[config.mk]
export PLATFORM = sky130hd
export DESIGN_NAME = adc_seq_fifo_top
export DESIGN_NICKNAME = d
export VERILOG_FILES = /design/src/rtl/adc_seq_pkg.sv /design/src/rtl/adc_seq_fifo.sv /design/src/rtl/adc_seq_datapath.sv /design/src/rtl/adc_seq_ctrl.sv /design/src/rtl/adc_seq_fifo_top.sv
export SDC_FILE = /design/constraint.sdc
export NUM_CORES = 2
export LEC_CHECK = 0
export ABC_AREA = 1
export BUFFER_PORTS_ARGS = -buffer_cell sky130_fd_sc_hd__clkbuf_2
export CAP_MARGIN = 20
export CORE_MARGIN = 3
export CORE_UTILIZATION = 30
export DETAILED_ROUTE_END_ITERATION = 8
export GPL_TIMING_DRIVEN = 0
export PLACE_DENSITY = 0.4
export SLEW_MARGIN = 5
export SYNTH_ARGS = -nofsm -noshare
export SYNTH_HDL_FRONTEND = slang
export SYNTH_SLANG_ARGS = --single-unit
[constraint.sdc]
create_clock -name clk -period 41.7 [get_ports clk]
set_clock_uncertainty 0.2 [all_clocks]
set_input_delay 8.34 -clock clk [delete_from_list [all_inputs] [get_ports clk]]
set_output_delay 8.34 -clock clk [all_outputs]
set_load 0.01 [all_outputs]
[src/rtl/adc_seq_pkg.sv]
package adc_seq_pkg;
  parameter int SEQ_N      = 4;
  parameter int FIFO_DEPTH = 16;
  parameter int PTR_W      = $clog2(FIFO_DEPTH);
  parameter int SAMPLE_W   = 12;
  // status word layout: {full, pad, empty, wrPtr, rdPtr}
  parameter int EMPTY_BIT  = 2 * PTR_W;
  parameter int FULL_BIT   = EMPTY_BIT + 4;
  parameter int STAT_W     = FULL_BIT + 1;
  // offsets inside a sequencer window
  parameter logic [4:0] SUB_MUX  = 5'h00;
  parameter logic [4:0] SUB_CTL  = 5'h04;
  parameter logic [4:0] SUB_DATA = 5'h08;
  parameter logic [4:0] SUB_STAT = 5'h0C;

  typedef logic [STAT_W-1:0] fifoStat_t;

  // strobes from control to datapath
  typedef struct packed {
    logic [SEQ_N-1:0] push;
    logic [SEQ_N-1:0] pop;
  } seqStrobe_t;
endpackage

[src/rtl/adc_seq_fifo.sv]
module adc_seq_fifo
  import adc_seq_pkg::*;
(
  input  logic                clk,
  input  logic                rstN,
  input  logic                pushEn,
  input  logic                popEn,
  input  logic [SAMPLE_W-1:0] pushData,
  output logic [SAMPLE_W-1:0] headData,
  output fifoStat_t           statWord
);
  logic [SAMPLE_W-1:0] mem [FIFO_DEPTH];
  logic [PTR_W-1:0]    rdPtr, wrPtr, rdNext, wrNext;
  logic                emptyQ, fullQ, pushOk, popOk;

  assign pushOk = pushEn & ~fullQ;
  assign popOk  = popEn & ~emptyQ;
  assign rdNext = popOk  ? rdPtr + 1'b1 : rdPtr;
  assign wrNext = pushOk ? wrPtr + 1'b1 : wrPtr;

  always_ff @(posedge clk or negedge rstN) begin
    if (!rstN) begin
      rdPtr  <= '0;
      wrPtr  <= '0;
      emptyQ <= 1'b1;
      fullQ  <= 1'b0;
    end else begin
      rdPtr <= rdNext;
      wrPtr <= wrNext;
      case ({pushOk, popOk})
        2'b10: begin
          emptyQ <= 1'b0;
          fullQ  <= (wrNext == rdPtr);
        end
        2'b01: begin
          fullQ  <= 1'b0;
          emptyQ <= (rdNext == wrPtr);
        end
        default: ;
      endcase
    end
  end

  always_ff @(posedge clk) begin
    if (pushOk) mem[wrPtr] <= pushData;
  end

  assign headData = mem[rdPtr];
  assign statWord = {fullQ, 3'b000, emptyQ, wrPtr, rdPtr};
endmodule

[src/rtl/adc_seq_datapath.sv]
module adc_seq_datapath
  import adc_seq_pkg::*;
#(
  parameter logic [31:0]         NOISE_MUL   = 32'd314159,
  parameter logic [31:0]         NOISE_INC   = 32'd1,
  parameter logic [SAMPLE_W-1:0] SAMPLE_BASE = SAMPLE_W'(12'h200)
) (
  input  logic                             clk,
  input  logic                             rstN,
  input  seqStrobe_t                       strobe,
  output logic [SEQ_N-1:0][SAMPLE_W-1:0]   headData,
  output fifoStat_t [SEQ_N-1:0]            fifoStat
);
  localparam int NOISE_LSB = 16;
  localparam int SEL_W     = 3;

  logic [31:0]                     noiseQ;
  logic [SEQ_N:0][31:0]            noiseChain;
  logic [SEQ_N-1:0][SAMPLE_W-1:0]  sampleVal;

  // ascending service order: each served sequencer takes the next value
  always_comb begin
    noiseChain[0] = noiseQ;
    for (int n = 0; n < SEQ_N; n++) begin
      if (strobe.push[n]) noiseChain[n+1] = noiseChain[n] * NOISE_MUL + NOISE_INC;
      else                noiseChain[n+1] = noiseChain[n];
      sampleVal[n] = SAMPLE_BASE + SAMPLE_W'(noiseChain[n+1][NOISE_LSB +: SEL_W]);
    end
  end

  always_ff @(posedge clk or negedge rstN) begin
    if (!rstN) noiseQ <= '0;
    else       noiseQ <= noiseChain[SEQ_N];
  end

  for (genvar g = 0; g < SEQ_N; g++) begin : g_fifo
    adc_seq_fifo fifo_i (
      .clk      (clk),
      .rstN     (rstN),
      .pushEn   (strobe.push[g]),
      .popEn    (strobe.pop[g]),
      .pushData (sampleVal[g]),
      .headData (headData[g]),
      .statWord (fifoStat[g])
    );
  end
endmodule

[src/rtl/adc_seq_ctrl.sv]
module adc_seq_ctrl
  import adc_seq_pkg::*;
#(
  parameter int          ADDR_W    = 12,
  parameter int          DATA_W    = 32,
  parameter logic [3:0]  TIMER_EVT = 4'h5,
  parameter logic [DATA_W-1:0] MUX_KEEP = DATA_W'(32'h3333_3333)
) (
  input  logic                           clk,
  input  logic                           rstN,
  input  logic                           trigPulse,
  input  logic [ADDR_W-1:0]              busAddr,
  input  logic                           busWe,
  input  logic                           busRe,
  input  logic [DATA_W-1:0]              busWdata,
  output logic [DATA_W-1:0]              busRdata,
  output logic [SEQ_N-1:0]               irqOut,
  output seqStrobe_t                     strobe,
  input  logic [SEQ_N-1:0][SAMPLE_W-1:0] headData,
  input  fifoStat_t [SEQ_N-1:0]          fifoStat
);
  localparam int IDX_W     = (SEQ_N > 1) ? $clog2(SEQ_N) : 1;
  localparam int WIN_SHIFT = 5;
  localparam int EVT_W     = 4 * SEQ_N;
  localparam logic [ADDR_W-1:0] WIN_BASE = ADDR_W'(12'h040);
  localparam logic [ADDR_W-1:0] WIN_SPAN = ADDR_W'(SEQ_N << WIN_SHIFT);
  localparam logic [ADDR_W-1:0] A_ENABLE = ADDR_W'(12'h000);
  localparam logic [ADDR_W-1:0] A_RAW    = ADDR_W'(12'h004);
  localparam logic [ADDR_W-1:0] A_MASK   = ADDR_W'(12'h008);
  localparam logic [ADDR_W-1:0] A_CLEAR  = ADDR_W'(12'h00C);
  localparam logic [ADDR_W-1:0] A_EVENT  = ADDR_W'(12'h014);

  logic [SEQ_N-1:0]             enableQ, rawQ, maskQ, clrBits, serve;
  logic [EVT_W-1:0]             eventQ;
  logic [SEQ_N-1:0][DATA_W-1:0] muxQ, ctlQ;
  logic [ADDR_W-1:0]            winOff;
  logic [IDX_W-1:0]             seqIdx;
  logic [WIN_SHIFT-1:0]         subOff;
  logic                         seqHit;
  logic [DATA_W-1:0]            rdNext;

  assign winOff = busAddr - WIN_BASE;
  assign seqHit = (busAddr >= WIN_BASE) && (winOff < WIN_SPAN);
  assign seqIdx = winOff[WIN_SHIFT +: IDX_W];
  assign subOff = winOff[WIN_SHIFT-1:0];

  // trigger routing and pop strobes
  for (genvar g = 0; g < SEQ_N; g++) begin : g_route
    assign serve[g] = trigPulse & enableQ[g] & (eventQ[4*g +: 4] == TIMER_EVT);
    assign strobe.pop[g] = busRe & seqHit & (seqIdx == IDX_W'(g)) & (subOff == SUB_DATA);
  end
  assign strobe.push = serve;

  assign clrBits = (busWe && !seqHit && busAddr == A_CLEAR) ? busWdata[SEQ_N-1:0] : '0;

  always_ff @(posedge clk or negedge rstN) begin
    if (!rstN) begin
      enableQ <= '0;
      maskQ   <= '0;
      eventQ  <= '0;
      rawQ    <= '0;
      muxQ    <= '0;
      ctlQ    <= '0;
    end else begin
      rawQ <= (rawQ & ~clrBits) | serve;
      if (busWe) begin
        if (seqHit) begin
          if (subOff == SUB_MUX) muxQ[seqIdx] <= busWdata & MUX_KEEP;
          if (subOff == SUB_CTL) ctlQ[seqIdx] <= busWdata;
        end else begin
          if (busAddr == A_ENABLE) enableQ <= busWdata[SEQ_N-1:0];
          if (busAddr == A_MASK)   maskQ   <= busWdata[SEQ_N-1:0];
          if (busAddr == A_EVENT)  eventQ  <= busWdata[EVT_W-1:0];
        end
      end
    end
  end

  always_comb begin
    rdNext = '0;
    if (seqHit) begin
      case (subOff)
        SUB_MUX:  rdNext = muxQ[seqIdx];
        SUB_CTL:  rdNext = ctlQ[seqIdx];
        SUB_DATA: rdNext = DATA_W'(headData[seqIdx]);
        SUB_STAT: rdNext = DATA_W'(fifoStat[seqIdx]);
        default:  rdNext = '0;
      endcase
    end else begin
      case (busAddr)
        A_ENABLE: rdNext = DATA_W'(enableQ);
        A_RAW:    rdNext = DATA_W'(rawQ);
        A_MASK:   rdNext = DATA_W'(maskQ);
        A_CLEAR:  rdNext = DATA_W'(rawQ & maskQ);
        A_EVENT:  rdNext = DATA_W'(eventQ);
        default:  rdNext = '0;
      endcase
    end
  end

  always_ff @(posedge clk or negedge rstN) begin
    if (!rstN)      busRdata <= '0;
    else if (busRe) busRdata <= rdNext;
  end

  assign irqOut = rawQ & maskQ;
endmodule

[src/rtl/adc_seq_fifo_top.sv]
module adc_seq_fifo_top
  import adc_seq_pkg::*;
#(
  parameter int ADDR_W = 12,
  parameter int DATA_W = 32
) (
  input  logic              clk,
  input  logic              rstN,
  input  logic              trigPulse,
  input  logic [ADDR_W-1:0] busAddr,
  input  logic              busWe,
  input  logic              busRe,
  input  logic [DATA_W-1:0] busWdata,
  output logic [DATA_W-1:0] busRdata,
  output logic [SEQ_N-1:0]  irqOut
);
  seqStrobe_t                     strobe;
  logic [SEQ_N-1:0][SAMPLE_W-1:0] headData;
  fifoStat_t [SEQ_N-1:0]          fifoStat;

  adc_seq_ctrl #(.ADDR_W(ADDR_W), .DATA_W(DATA_W)) ctrl_i (
    .clk       (clk),
    .rstN      (rstN),
    .trigPulse (trigPulse),
    .busAddr   (busAddr),
    .busWe     (busWe),
    .busRe     (busRe),
    .busWdata  (busWdata),
    .busRdata  (busRdata),
    .irqOut    (irqOut),
    .strobe    (strobe),
    .headData  (headData),
    .fifoStat  (fifoStat)
  );

  adc_seq_datapath dp_i (
    .clk      (clk),
    .rstN     (rstN),
    .strobe   (strobe),
    .headData (headData),
    .fifoStat (fifoStat)
  );
endmodule

After elaboration in Yosys (flattened, before gate mapping)
Memories as Yosys holds them, arrays and structs flattened.
Cells that the tools add are included.
{"block": "classes", "multipliers": 4, "mux": 44, "order_cmp": 4, "n_reduce_logical": 17, "n_eq_ne": 30, "bitwise_logic": 39, "addsub": 17}
{"operator": "$bwmux W128", "count": 2}
{"operator": "$mux W32", "count": 8}
{"operator": "$pmux W32 S5", "count": 1}
{"operator": "$add A32 B1 Y32 const B", "count": 4}
{"operator": "$bmux W32 S2", "count": 2}
{"operator": "$mul A32 B19 Y32 const B", "count": 4}
{"operator": "$pmux W32 S4", "count": 1}
{"operator": "$demux W32 S2", "count": 1}
{"operator": "$add A10 B3 Y11 const A", "count": 4}
{"operator": "$mux W4", "count": 9}
{"operator": "$add A4 B1 Y4 const B", "count": 8}
{"operator": "$eq A4 B4 Y1", "count": 8}
{"operator": "$bmux W13 S2", "count": 1}
{"operator": "$and A1 B1 Y1", "count": 25}
{"operator": "$bmux W12 S2", "count": 1}
{"operator": "$eq A12 B4 Y1 const B", "count": 2}
{"operator": "$eq A4 B3 Y1 const B", "count": 4}
{"operator": "$pmux W1 S2", "count": 8}
{"operator": "$reduce_and A3 Y1", "count": 5}
{"operator": "$mux W13", "count": 1}
{"operator": "$and A4 B4 Y4", "count": 3}
{"operator": "$eq A12 B3 Y1 const B", "count": 1}
{"operator": "$eq A12 B5 Y1 const B", "count": 1}
{"operator": "$eq A2 B2 Y1 const B", "count": 6}
{"operator": "other kinds (19)", "count": 45}
{"block": "totals", "wordCells": 189, "mem_count": 4, "ramBits": 704, "reg_bits": 388, "input_bits": 49}
{"name": "dp_i.g_fifo[0].fifo_i.mem", "words": 16, "width": 11, "rd": 1, "rd_clocked_by_memory_dff": 0, "wr": 1, "line_no": "adc_seq_fifo.sv:12", "rtl": "logic [SAMPLE_W-1:0] mem [FIFO_DEPTH];"}
{"name": "dp_i.g_fifo[1].fifo_i.mem", "words": 16, "width": 11, "rd": 1, "rd_clocked_by_memory_dff": 0, "wr": 1, "line_no": "adc_seq_fifo.sv:12"}
{"name": "dp_i.g_fifo[2].fifo_i.mem", "words": 16, "width": 11, "rd": 1, "rd_clocked_by_memory_dff": 0, "wr": 1, "line_no": "adc_seq_fifo.sv:12"}
{"name": "dp_i.g_fifo[3].fifo_i.mem", "words": 16, "width": 11, "rd": 1, "rd_clocked_by_memory_dff": 0, "wr": 1, "line_no": "adc_seq_fifo.sv:12"}

Logic depth before layout (Yosys ltp)
{"block": "depth", "word_depth": 13, "ltp_mapped": 89}

By module
Synthesis repeated with hierarchy kept, for this count alone.
{"block": "unflattened", "hier_cells": 6519, "area_unflattened_um2": 62935.4}
{"mod": "adc_seq_fifo (dp_i.g_fifo[1].fifo_i ...)", "seq_area_each_um2": 6017.0, "area_per_inst_um2": 8463.1, "cells_per_inst": 691, "instances": 3}
{"mod": "adc_seq_datapath", "seq_area_each_um2": 475.5, "area_per_inst_um2": 16388.2, "cells_per_inst": 2087, "instances": 1}
{"mod": "adc_seq_ctrl", "seq_area_each_um2": 6306.0, "area_per_inst_um2": 12667.1, "cells_per_inst": 1666, "instances": 1}
{"mod": "adc_seq_fifo (dp_i.g_fifo[0].fifo_i)", "seq_area_each_um2": 6017.0, "area_per_inst_um2": 8490.6, "cells_per_inst": 693, "instances": 1}

Worst setup path before layout
Ideal clock, no wire load.
{"block": "synth_timing", "kind": "input-to-reg", "from": "input trigPulse", "to": "memory dp_i.g_fifo[3].fifo_i.mem[0][1] (netlist name) (data pin)", "cell_stages": 56, "setup_slack_ps": 18276, "required_time_ps": 41162, "arrival_ps": 22886, "cell_sequence": "nand2_1 nor2_4 nand2_2 buf_6 clkinv_4 buf_8 clkbuf_1 o21ai_0 inv_1 fa_1 ha_1 fa_1 ha_1 ha_1 ha_1 ha_1 a21oi_1 nand2_1 (+20 left out) inv_1 fa_1 inv_1 fa_1 inv_1 fa_1 fa_1 inv_1 ha_1 nand2_1 nor2_1 nand3_1 o2111ai_1 nand2_1 nand2_1 a21oi_1 xor2_1 o21ai_0"}
{"block": "synth_between", "elab_chain_cells": 13, "elab_cells_between_ends": 19, "classes_between": "4 x add/sub; 3 x mul; 4 x mux; 8 x bitwise"}
{"item": "start, declared", "line_no": "adc_seq_fifo_top.sv:9", "rtl": "input logic trigPulse,"}
{"item": "$and A1 B1 Y1 (2 in series)", "line_no": "adc_seq_ctrl.sv:49", "rtl": "assign serve[g] = trigPulse & enableQ[g] & (eventQ[4*g +: 4] == TIMER_EVT);"}
{"item": "$mux W32", "line_no": "adc_seq_datapath.sv:25", "rtl": "if (strobe.push[n]) noiseChain[n+1] = noiseChain[n] * NOISE_MUL + NOISE_INC;"}
{"item": "$mul A32 B19 Y32", "line_no": "adc_seq_datapath.sv:25"}
{"item": "$add A32 B1 Y32", "line_no": "adc_seq_datapath.sv:25"}
{"item": "$mux W32", "line_no": "adc_seq_datapath.sv:25"}
{"item": "$mul A32 B19 Y32", "line_no": "adc_seq_datapath.sv:25"}
{"item": "$add A32 B1 Y32", "line_no": "adc_seq_datapath.sv:25"}
{"item": "$mux W32", "line_no": "adc_seq_datapath.sv:25"}
{"item": "$mul A32 B19 Y32", "line_no": "adc_seq_datapath.sv:25"}
{"item": "$add A32 B1 Y32", "line_no": "adc_seq_datapath.sv:25"}
{"item": "$mux W32 *", "line_no": "adc_seq_datapath.sv:25"}
{"item": "$add A10 B3 Y11 *", "line_no": "adc_seq_datapath.sv:27", "rtl": "sampleVal[n] = SAMPLE_BASE + SAMPLE_W'(noiseChain[n+1][NOISE_LSB +: SEL_W]);"}
{"item": "via dp_i.g_fifo[3].fifo_i.pushData[1]", "line_no": "adc_seq_fifo.sv:8", "rtl": "input logic [SAMPLE_W-1:0] pushData,"}
{"item": "end, declared", "line_no": "adc_seq_fifo.sv:12"}
Mark *: on every way through the listed nets, which the timed path passes. The rest lies on a longest branch.

Worst setup path in the final report
{"block": "layout_timing", "from": "input trigPulse", "to": "memory dp_i.g_fifo[3].fifo_i.mem[8][2] (netlist name) (data pin)"}
The elaborated chain is that of the path after synthesis.

==> flow_metrics.tcl <==
set metrics [dict create \
    cts_setup_buffers 0 \
    drtIter0Drc 1762 \
    synthToLayoutAreaGrowth_pct 12.73 \
    pwr-share-clk_pct 48.8 \
    synth_enable_flop_cells 192 \
    fin_ws_ps 15960 \
    top_layer "met4" \
    vias 28530 \
    fp.dieH_microns 357.7 \
    ys_ff_latch 503 \
    nets 4969 \
    hold_viol_final 0 \
    power.leakage_nw 20.06 \
    num_io_pins 85 \
    power_frac_seq_pct 48.2 \
    via_per_inst 4.764 \
    syn-num-nets 4800 \
    m1WireLength_microns 59540 \
    antenna_found_initial 3 \
    hold_class "register to register" \
    power.density_nw_per_um2 25.48 \
    postLayoutCoreUtil_pct 34.19 \
    endpoint_kind "register" \
    power.switching_uw 245.0 \
    syn-cell-area_sq_um 37110 \
    nFillCells 12920 \
    drive_above_1_share_pct 6.489 \
    drv_cap 0 \
    grt.overflow.total 0 \
    die_area_sq_um 128000 \
    fin_crit_ps 25740 \
    cts_tree "done" \
    power.internal_uw 821.1 \
    slew_viol_final 0 \
    gp_congestion 0.8212 \
    core_sq_um 122400 \
    clkSinkCount 503 \
    final_antenna_net_count 0 \
    critical_path_class "input port to register" \
    cp_max_fo 17 \
    status "finished clean" \
    ys_warn_count 0 \
    rows 128 \
    root_buffer "clkbuf_16" \
    switching_share_pct 22.98 \
    grt_pass1_wl_microns 186700 \
    tightest_slew_ps 1014 \
    ys_types 58 \
    ir_worst_vdd_mv 0.03308 \
    post-place-ws_ps 14900 \
    critical_path.slowest_cell "inv_1" \
    ys.flop_type "dfrtp_1" \
    cp.required_ps 41820 \
    dr_wl_met3_microns 3889 \
    start_util_pct 30.33 \
    wl_microns 121100 \
    period_share_pct 61.73 \
    cp_slowest_stage_delay_ps 620 \
    dr.pass1.iters 5 \
    htreeDepth 2 \
    crit_top_cell "inv_1" \
    hold_buffers 0 \
    synth_area_per_cell_sq_um 8.953 \
    cts.path.max_buffers 3 \
    fin_setup_tns_ps 0 \
    grt_pass1_vias 29540 \
    numCtsBuffers 57 \
    track_usage_pct 19.14 \
    synth_cells 4145 \
    drc 0 \
    clkTransAtPathRegs_ps 60 \
    post-dp-hpwl_microns 95060 \
    io_buffers 84 \
    avgRoutedWirePerCell_microns 20.22 \
    relSlewSlack_pct 31.68 \
    start_kind "input port" \
    grt_max_degree 97 \
    die_w_microns 357.7 \
    comb_power_share_pct 3.0 \
    rsz0062_at_grt "no" \
    async_reset_ff_share_pct 61.83 \
    timing.fmax_mhz 38.85 \
    crit_arrival_ps 25860 \
    clock_latency_ps 640 \
    setup_violations 0 \
    cts_resized 0 \
    ys_seq_area_share_pct 36.52 \
    wl_met2_microns 56170 \
]
## placed cells by master (no fill, tap or decap), types with 13 or more instances in the layout
master / count
clkinv_1: 21
edfxtp_1: 192
nand2_2: 16
ha_1: 344
a22oi_1: 79
or2_2: 17
xnor2_1: 30
dfrtp_1: 307
o21ai_0: 402
buf_4: 15
a21oi_1: 104
clkbuf_1: 113
nand4_1: 19
nand3_1: 123
nor3_1: 22
clkbuf_2: 83
clkbuf_16: 57
xor2_1: 65
a22o_1: 18
nand2_1: 722
inv_1: 759
nor2_1: 287
o21ai_1: 19
inv_2: 15
o22ai_1: 80
a221oi_1: 13
fa_1: 262
## critical path: cells and delay by family
family,cells,cell delay [ps]
AOI/OAI and AO/OA,10,2510
buffers and inverters,23,3850
xor gates and xnor gates,2,340
and+or+nand+nor,19,2160
adders and majority gates,21,8620
## metrics by stage
step                hold WS [ps]  cells  total power [mW]  cell area [sq um]
finish                     280.6   5988             1.066              41830
CTS                        284.6   5985             1.081              41820
floorplan                  250.4   4145            0.5338              37110
global placement           265.5   5854            0.5554              39560
detailed placement         273.7   5879            0.5563              39910
global route               302.1   5986             1.104              41830
## path summary, 6_finish.rpt
check | startpoint | to | slack [ps] | cells after the start
max in group asynchronous | rstN | ctrl_i.ctlQ[50] | 32020 | 4
worst min register to register | dp_i.g_fifo[0].fifo_i.emptyQ | dp_i.g_fifo[0].fifo_i.emptyQ | 280 | 2
min in group asynchronous | rstN | dp_i.g_fifo[0].fifo_i.rdPtr[1] | 7440 | 1
worst max-delay path | trigPulse | dp_i.g_fifo[3].fifo_i.mem[8][2] | 15960 | 75
worst min-delay path | dp_i.g_fifo[0].fifo_i.emptyQ | dp_i.g_fifo[0].fifo_i.emptyQ | 280 | 2
worst max register to register | dp_i.noiseQ[0] | dp_i.g_fifo[3].fifo_i.mem[8][2] | 20920 | 82
## area by class of cell
type,count,area (sq um),share of cell area (%)
multi-input cells,2737,20160,48.19
diodes,2,5.005,0.01196
flip-flops and latches,503,13550,32.40
clock inverters,32,345.3,0.8255
inverters,785,2952,7.055
repair buffers,110,739.5,1.768
clock buffers,74,1570,3.754
plain buffers,120,475.5,1.137
well taps,1625,2033,4.860
## sequential cells by signal, indices dropped and copies added (netlist names), 16 cells and up
name	count
dp_i.g_fifo.fifo_i.mem	192
ctrl_i.ctlQ	128
ctrl_i.muxQ	64
ctrl_i.busRdata	32
dp_i.noiseQ	19
ctrl_i.eventQ	16
dp_i.g_fifo.fifo_i.rdPtr	16
dp_i.g_fifo.fifo_i.wrPtr	16
## cells by family (layout without fill, tap and decap cells)
group / after synthesis / after routing / synth area share, %
compound gates: 785 / 785 / 12.19
buf+inv: 905 / 1121 / 9.235
flops: 503 / 503 / 36.52
xor+xnor: 96 / 96 / 2.286
fa+ha+maj: 606 / 606 / 25.73
simple gates: 1250 / 1250 / 14.04
other cells: 0 / 2 / 0
## metal layers
metal,track usage [%],vias up
met2,31.44,416
met3,1.760,85
met1,27.94,14230
met4,2.786,0
li1,-,13800
met5,0,-
## power groups by stage
stage	sequential [mW]	combinational [mW]	clock, mW
2_1_floorplan	0.523	0.0106	0
3_3_place_gp	0.524	0.0318	0
3_5_place_dp	0.523	0.0329	0
4_1_cts	0.514	0.0330	0.534
5_1_grt	0.514	0.0354	0.555
6_report	0.514	0.0322	0.520
## synthesized netlist by cell type, types with 2 or more instances
library cell / n / area, sq um
nor3_2: 4 / 40.04
a22o_1: 18 / 157.7
nor2_1: 288 / 1081
nand4_1: 19 / 118.9
nand3b_1: 10 / 75.07
xnor2_1: 30 / 262.8
nand3_2: 2 / 20.02
o21bai_1: 9 / 67.56
o31ai_1: 8 / 60.06
buf_1: 9 / 33.78
fa_1: 262 / 5245
edfxtp_1: 192 / 5766
nand2_4: 3 / 33.78
clkbuf_1: 104 / 390.4
o2111ai_1: 11 / 96.34
dfrtp_1: 307 / 7682
inv_1: 759 / 2849
o21ai_1: 3 / 15.01
o22ai_1: 81 / 506.7
o221ai_1: 4 / 35.03
a21oi_1: 104 / 520.5
nand3_1: 123 / 615.6
o211ai_1: 5 / 37.54
a22oi_1: 79 / 593.1
a21boi_0: 4 / 30.03
ha_1: 344 / 4304
inv_2: 15 / 56.30
o21a_1: 3 / 22.52
o21ai_0: 422 / 2112
o41ai_1: 4 / 35.03
and2_1: 7 / 43.79
nor2_2: 4 / 25.02
or2_1: 4 / 25.02
dfstp_2: 4 / 105.1
clkinv_1: 10 / 37.54
a31oi_1: 9 / 56.30
nand2_2: 16 / 100.1
nor3_1: 22 / 110.1
nor4_1: 3 / 18.77
a221oi_1: 13 / 113.9
xor2_1: 65 / 569.3
or2_2: 17 / 106.4
buf_2: 5 / 25.02
nand2_1: 722 / 2710
a21o_1: 5 / 37.54
Note: power is estimated with default switching activity, not from simulation.
